File: config.mk
export PLATFORM = sky130hd
export DESIGN_NAME = mag_addsub
export DESIGN_NICKNAME = d
export VERILOG_FILES = /design/src/rtl/mag_addsub_pkg.sv /design/src/rtl/mag_addsub_fa.sv /design/src/rtl/mag_addsub_inv.sv /design/src/rtl/mag_addsub_ripple.sv /design/src/rtl/mag_addsub_mux.sv /design/src/rtl/mag_addsub.sv
export SDC_FILE = /design/constraint.sdc
export NUM_CORES = 1
export LEC_CHECK = 0
export ABC_AREA = 1
export BUFFER_PORTS_ARGS = -buffer_cell sky130_fd_sc_hd__buf_4
export CAP_MARGIN = 20
export CORE_AREA = 5 5 42 44
export DETAILED_ROUTE_END_ITERATION = 10
export DIE_AREA = 0 0 47 49
export MAX_ROUTING_LAYER = met4
export SETUP_SLACK_MARGIN = 0.05
export SLEW_MARGIN = 20
export SYNTH_ARGS = -nofsm -noshare
export SYNTH_HDL_FRONTEND = slang
export SYNTH_HIERARCHICAL = 1
export SYNTH_SLANG_ARGS = --single-unit
File: constraint.sdc
create_clock -name vclk -period 2.5
set_input_delay 0 -clock vclk [all_inputs]
set_output_delay 0 -clock vclk [all_outputs]
set_load 0.05 [all_outputs]
File: src/rtl/mag_addsub_pkg.sv
// Package: shared operation encoding for the magnitude-correcting adder/subtractor.
// Assumes: select bit 0 means add and 1 means subtract.
package mag_addsub_pkg;
    typedef enum logic {
        OP_ADD = 1'b0,
        OP_SUB = 1'b1
    } op_e;
endpackage

File: src/rtl/mag_addsub_fa.sv
// One-bit full adder cell.
// Assumes: nothing; purely combinational.
module mag_addsub_fa (
    input  logic a_i,
    input  logic b_i,
    input  logic c_i,
    output logic s_o,
    output logic c_o
);
    // Sum and majority carry for one bit position.
    always_comb begin
        s_o = a_i ^ b_i ^ c_i;
        c_o = (a_i & b_i) | (a_i & c_i) | (b_i & c_i);
    end
endmodule

File: src/rtl/mag_addsub_inv.sv
// Selective inverter: passes the word unchanged when inv_i is 0, inverts it when 1.
// Assumes: WIDTH >= 1.
module mag_addsub_inv #(
    parameter int WIDTH = 4
) (
    input  logic [WIDTH-1:0] d_i,
    input  logic             inv_i,
    output logic [WIDTH-1:0] q_o
);
    // One XOR per bit acts as a programmable inverter.
    for (genvar g = 0; g < WIDTH; g++) begin : g_xor
        assign q_o[g] = d_i[g] ^ inv_i;
    end
endmodule

File: src/rtl/mag_addsub_ripple.sv
// Ripple-carry adder built from full adder cells. It exposes the carry into the top bit
// and the carry out of it, so a caller can derive signed overflow.
// Assumes: WIDTH >= 2.
module mag_addsub_ripple #(
    parameter int WIDTH = 4
) (
    input  logic [WIDTH-1:0] a_i,
    input  logic [WIDTH-1:0] b_i,
    input  logic             cin_i,
    output logic [WIDTH-1:0] sum_o,
    output logic             cmsb_o,
    output logic             cout_o
);
    logic [WIDTH:0] chain;

    assign chain[0] = cin_i;

    // Carry chain from bit 0 upward.
    for (genvar g = 0; g < WIDTH; g++) begin : g_bit
        mag_addsub_fa u_fa (
            .a_i (a_i[g]),
            .b_i (b_i[g]),
            .c_i (chain[g]),
            .s_o (sum_o[g]),
            .c_o (chain[g+1])
        );
    end

    assign cmsb_o = chain[WIDTH-1];
    assign cout_o = chain[WIDTH];
endmodule

File: src/rtl/mag_addsub_mux.sv
// Word-wide 2-to-1 multiplexer, one selector per bit, built per bit position.
// Assumes: WIDTH >= 1.
module mag_addsub_mux #(
    parameter int WIDTH = 4
) (
    input  logic [WIDTH-1:0] d0_i,
    input  logic [WIDTH-1:0] d1_i,
    input  logic             sel_i,
    output logic [WIDTH-1:0] q_o
);
    for (genvar g = 0; g < WIDTH; g++) begin : g_sel
        assign q_o[g] = sel_i ? d1_i[g] : d0_i[g];
    end
endmodule

File: src/rtl/mag_addsub.sv
// Top: unsigned adder/subtractor that returns |M-N| when subtracting.
// The main adder forms M + (N ^ sub) + sub. A second adder, with its first input tied to zero,
// two's-complements the raw result. A mux picks the corrected word when subtracting without
// an end carry. The flags come from the main adder only.
// Assumes: WIDTH >= 2; combinational, so no clock and no reset.
module mag_addsub
    import mag_addsub_pkg::*;
#(
    parameter int WIDTH = 4
) (
    input  logic [WIDTH-1:0] opa_i,
    input  logic [WIDTH-1:0] opb_i,
    input  logic             sub_i,
    output logic [WIDTH-1:0] result_o,
    output logic             carry_o,
    output logic             ovf_o,
    output logic             neg_o
);
    localparam logic [WIDTH-1:0] ZERO = '0;

    op_e              op;
    logic [WIDTH-1:0] opb_x;
    logic [WIDTH-1:0] raw;
    logic             raw_cmsb;
    logic             raw_cout;
    logic [WIDTH-1:0] raw_inv;
    logic [WIDTH-1:0] fix;
    logic             fix_cmsb;
    logic             fix_cout;
    logic             use_fix;

    assign op = op_e'(sub_i);

    // Main path: conditional inversion of the second operand.
    mag_addsub_inv #(.WIDTH(WIDTH)) u_inv_main (
        .d_i   (opb_i),
        .inv_i (op == OP_SUB),
        .q_o   (opb_x)
    );

    // Main adder; the select doubles as the carry-in that completes the two's complement.
    mag_addsub_ripple #(.WIDTH(WIDTH)) u_add_main (
        .a_i    (opa_i),
        .b_i    (opb_x),
        .cin_i  (op == OP_SUB),
        .sum_o  (raw),
        .cmsb_o (raw_cmsb),
        .cout_o (raw_cout)
    );

    // Correction path: 0 + ~raw + 1 gives the two's complement of the raw difference.
    mag_addsub_inv #(.WIDTH(WIDTH)) u_inv_fix (
        .d_i   (raw),
        .inv_i (1'b1),
        .q_o   (raw_inv)
    );

    mag_addsub_ripple #(.WIDTH(WIDTH)) u_add_fix (
        .a_i    (ZERO),
        .b_i    (raw_inv),
        .cin_i  (1'b1),
        .sum_o  (fix),
        .cmsb_o (fix_cmsb),
        .cout_o (fix_cout)
    );

    // The corrected word is chosen only when a subtraction produced no end carry.
    always_comb begin
        use_fix = (op == OP_SUB) && !raw_cout;
    end

    mag_addsub_mux #(.WIDTH(WIDTH)) u_out_mux (
        .d0_i  (raw),
        .d1_i  (fix),
        .sel_i (use_fix),
        .q_o   (result_o)
    );

    // Flags taken from the main adder, before any correction.
    always_comb begin
        carry_o = raw_cout;
        ovf_o   = raw_cmsb ^ raw_cout;
        neg_o   = use_fix;
    end

    // The correction adder's carries are not needed; fold them into an unused sink.
    logic unused_fix;
    assign unused_fix = fix_cmsb ^ fix_cout;
endmodule

### After elaboration in Yosys (flattened, before gate mapping)

Cells that the tools add are included.
Widths: inputs -> output; s select.

* latch bits: 0
* output and inout port bits: 7
* word-level logic and storage cells: 47
* RAM bits: 0
* bits in registers: 0
* memories: 0
* bits in read-only memories: 0
* input bits: 9

* reductions and logical operators: 2
* multiply operators: 0
* divide/modulo/power cells: 0
* $add $sub $neg: 0
* equal/unequal tests: 0
* bitwise gates (word level): 42
* muxes and demuxes: 3
* shift operators: 0
* magnitude comparators: 0

Operators by type and width (count)
* $xor 1x1->1: 16
* $and 1x1->1: 14
* $or 1x1->1: 8
* $not 1->1: 4
* $mux 1: 3
* $logic_and 1x1->1: 1
* $logic_not 1->1: 1

### Longest topological paths before layout

* depth after elaboration: 16
* mapped depth: 13
* gate-level depth less buffers: 13

### By module

The synthesis kept the hierarchy.

By module, submodules not included
* mag_addsub_fa: area each 20.0 µm², cells an instance 1, times used 8
* mag_addsub_inv: area each 63.8 µm², cells an instance 17, times used 2
* mag_addsub_mux: area each 48.8 µm², cells an instance 13, times used 1
* mag_addsub: area each 33.8 µm², cells an instance 9, times used 1

### Worst setup path after synthesis

No wires, ideal clock.

* path type: input -> output
* start: input port sub_i
* end: output port result_o[0]
* arrival time: 3388 ps
* stages on the path: 10
* required time: 2500 ps
* path slack: -888 ps
* path through: inv_2 > nand2_1 > nand2_1 > fa_1 > fa_1 > fa_1 > fa_1 > nor2_1 > nand2_1 > nand2_1

* longest elaborated chain between the ends: 3

Ends and longest elaborated chain
* start: declaration: RTL line mag_addsub.sv:13 `input logic sub_i,`
* $xor 1x1->1: RTL line mag_addsub_inv.sv:12 `assign q_o[g] = d_i[g] ^ inv_i;`
* via opb_x[0]: RTL line mag_addsub.sv:22 `logic [WIDTH-1:0] opb_x;`
* $xor 1x1->1 (2 in series): RTL line mag_addsub_fa.sv:12 `s_o = a_i ^ b_i ^ c_i;`
* end: declaration: RTL line mag_addsub.sv:14 `output logic [WIDTH-1:0] result_o,`

The timed path passes the listed nets, and every way through them passes these cells.

### Final worst setup path

* start: input port opb_i[0]
* end: output port result_o[3]

RTL lines
* start: declaration: RTL line mag_addsub.sv:12 `input logic [WIDTH-1:0] opb_i,`
* $xor 1x1->1 *: RTL line mag_addsub_inv.sv:12
* via opb_x[0]: RTL line mag_addsub.sv:22
* $and 1x1->1: RTL line mag_addsub_fa.sv:13 `c_o = (a_i & b_i) | (a_i & c_i) | (b_i & c_i);`
* $or 1x1->1: RTL line mag_addsub_fa.sv:13
* $or 1x1->1 *: RTL line mag_addsub_fa.sv:13
* via u_add_main.chain[1]: RTL line mag_addsub_ripple.sv:14 `logic [WIDTH:0] chain;`
* $xor 1x1->1 *: RTL line mag_addsub_fa.sv:12
* via raw[1]: RTL line mag_addsub.sv:23 `logic [WIDTH-1:0] raw;`
* $not 1->1 (no line) *
* via raw_inv[1]: RTL line mag_addsub.sv:26 `logic [WIDTH-1:0] raw_inv;`
* $and 1x1->1 *: RTL line mag_addsub_fa.sv:13
* via u_add_fix.chain[2]: RTL line mag_addsub_ripple.sv:14
* $and 1x1->1 *: RTL line mag_addsub_fa.sv:13
* via fix_cmsb: RTL line mag_addsub.sv:28 `logic fix_cmsb;`
* $xor 1x1->1 *: RTL line mag_addsub_fa.sv:12
* via fix[3]: RTL line mag_addsub.sv:27 `logic [WIDTH-1:0] fix;`
* $mux 1 *: RTL line mag_addsub_mux.sv:12 `assign q_o[g] = sel_i ? d1_i[g] : d0_i[g];`

Mark *: on every way through the listed nets, which the timed path passes. The rest lies on a longest branch.

==> metrics <==
DIE HEIGHT 49 µm; endpoints failing setup 1; final wirelength around 830 µm; crit path launch opb_i[0]; Hold Path Origin opa_i[3]; FFs & Latches 0; layout cells sized above 1 0.531; Initial Utilization 0.264; Overflow after GRT 0; DR WL/cell between 7 and 8 µm; Worst EP required 2.50 ns; final hold vios 0; Yosys warnings 6; clock share of power 0; Seq pwr share 0; Vias/cell 3.94; Core Rows 14; Total GRT Usage 0.0903; fin nets 115; clock buffers 0; multi-input logic area 433 µm²; # IOs 16; RSZ-0062 raised after global routing true; Filler Cell Count approximately 140; final instance area 736 µm²; dpl hpwl 780 µm; crit start category input pin; met1 wire length 320 µm; Comb pwr share 1.000; cells after synthesis 64; Setup WS post-layout -0.303 ns; worst hold-check path type input pin to output port; Antenna Cells 0; 1st-pass router iterations 1; IO buf count 16; Avg Synthesized Cell Area a little under 6 µm²; fin crit share 1.12; commonest cells in the netlist nand2_1, inv_1, fa_1; met3 wirelength from detailed routing 44 µm; Max VDD drop about 230 µV; Final Max Slew Viols 0; failing checks negative setup slack; die width 47 µm; WP data arrival between 2 and 3 ns; max cap viols 0; synthesis-to-finish area growth 98.6%; DRC Markers 0; area share of the leading cell type in the synthesized netlist 0.432; sequential fraction of the synthesis area 0; first-pass GRT wire length approximately 1600 µm; Via Count between 400 and 500; library cells used by synthesis 6; post-place instance area 673 µm²; top sig layer met3; fin crit period 2.80 ns; switching pwr roughly 0.2 mW; total power 0.355 mW; core box area 1400 µm²; final setup TNS -0.303 ns; Synth Cell Area between 300 and 400 µm²; register area 0 µm²; run status finished with violations; CP endpoint kind output port; RePlAce Congestion about 0.67; Pleak 0.418 nW; Final ANT Viol Nets 0; largest cells by area after synthesis fa_1, nand2_1, inv_1; count leader, synth nand2_1; drt first-iter violations 0; largest net degree at the start of global routing 7; vias in the first global route 423; initial antenna violation count 0; critical path class input pin to output port; critical-path maximum fanout 2; Switching Share 0.579; dpl ws -0.600 ns; area leader, netlist fa_1; WL met2 468 µm; cell-internal power 0.150 mW; die area roughly 2300 µm²; Fmax 0.357 GHz; pwr/cell area 483 nW/µm²
==> layout make-up <==
| class | count | area share |
|---|---|---|
| multi-input combinational | 58 | 0.588 |
| timing repair buffer | 24 | 0.293 |
| tap | 16 | 0.0272 |
| inverter | 14 | 0.0918 |
==> cell usage in the layout, fill, tap and decap left out <==
cell type and instances:
nand2_1 25, buf_4 20, conb_1 10, inv_1 9
nand2_2 9, fa_2 7, nand2_4 5, buf_8 3
inv_2 3, inv_8 2, nor2_4 1, buf_12 1
fa_1 1
==> worst paths after layout <==
kind | to | slack (ns) | cells after the start
max | result_o[3] | -0.30 | 15
min | neg_o | 0.58 | 4
==> routing by layer <==
layer  global-route usage  up-vias
met4                    0        0
li1                     -      231
met1                0.124      198
met5                    -        -
met2                0.156       12
met3                    0        0
==> logic make-up (layout without fill, tap and decap cells) <==
| group | after synthesis | in the layout | share of synthesized area |
|---|---|---|---|
| simple gates | 40 | 40 | 0.405 |
| buf+inv | 14 | 38 | 0.142 |
| fa+ha+maj | 8 | 8 | 0.432 |
| other cells | 2 | 10 | 0.0203 |
==> per-stage QoR <==
| stage | util | hold WS [ns] | std cells |
|---|---|---|---|
| detailed placement | 0.480 | 0.567 | 111 |
| global placement | 0.480 | 0.563 | 111 |
| CTS | 0.514 | 0.586 | 112 |
| finish | 0.525 | 0.580 | 112 |
| global route | 0.525 | 0.607 | 112 |
| floorplan | - | 0.169 | 72 |
==> worst max-delay path, cell delays in order <==
cell	delay, ns
buf_8	0.09
inv_8	0.03
nand2_2	0.06
nand2_2	0.06
fa_2	0.38
fa_2	0.54
inv_1	0.04
nand2_1	0.06
nand2_2	0.05
fa_2	0.36
fa_2	0.35
fa_1	0.51
nand2_2	0.07
nand2_4	0.07
buf_8	0.13
==> what timing repair did <==
item / in CTS / in global routing
hold endpoints to repair: 0 / 0
endpoints found under the setup margin: 4 / 2
hold buffers: 0 / 0
setup buffers: 1 / 0
pin swaps: 12 / 0
cloned: 0 / 0
gates resized for setup: 12 / 5
==> power groups by stage <==
stage | clock, mW | sequential [mW] | combinational [mW]
finish | 0 | 0 | 0.355
global route | 0 | 0 | 0.392
CTS | 0 | 0 | 0.353
detailed placement | 0 | 0 | 0.325
global placement | 0 | 0 | 0.317
floorplan | 0 | 0 | 0.230
Note: power is estimated with default switching activity, not from simulation.
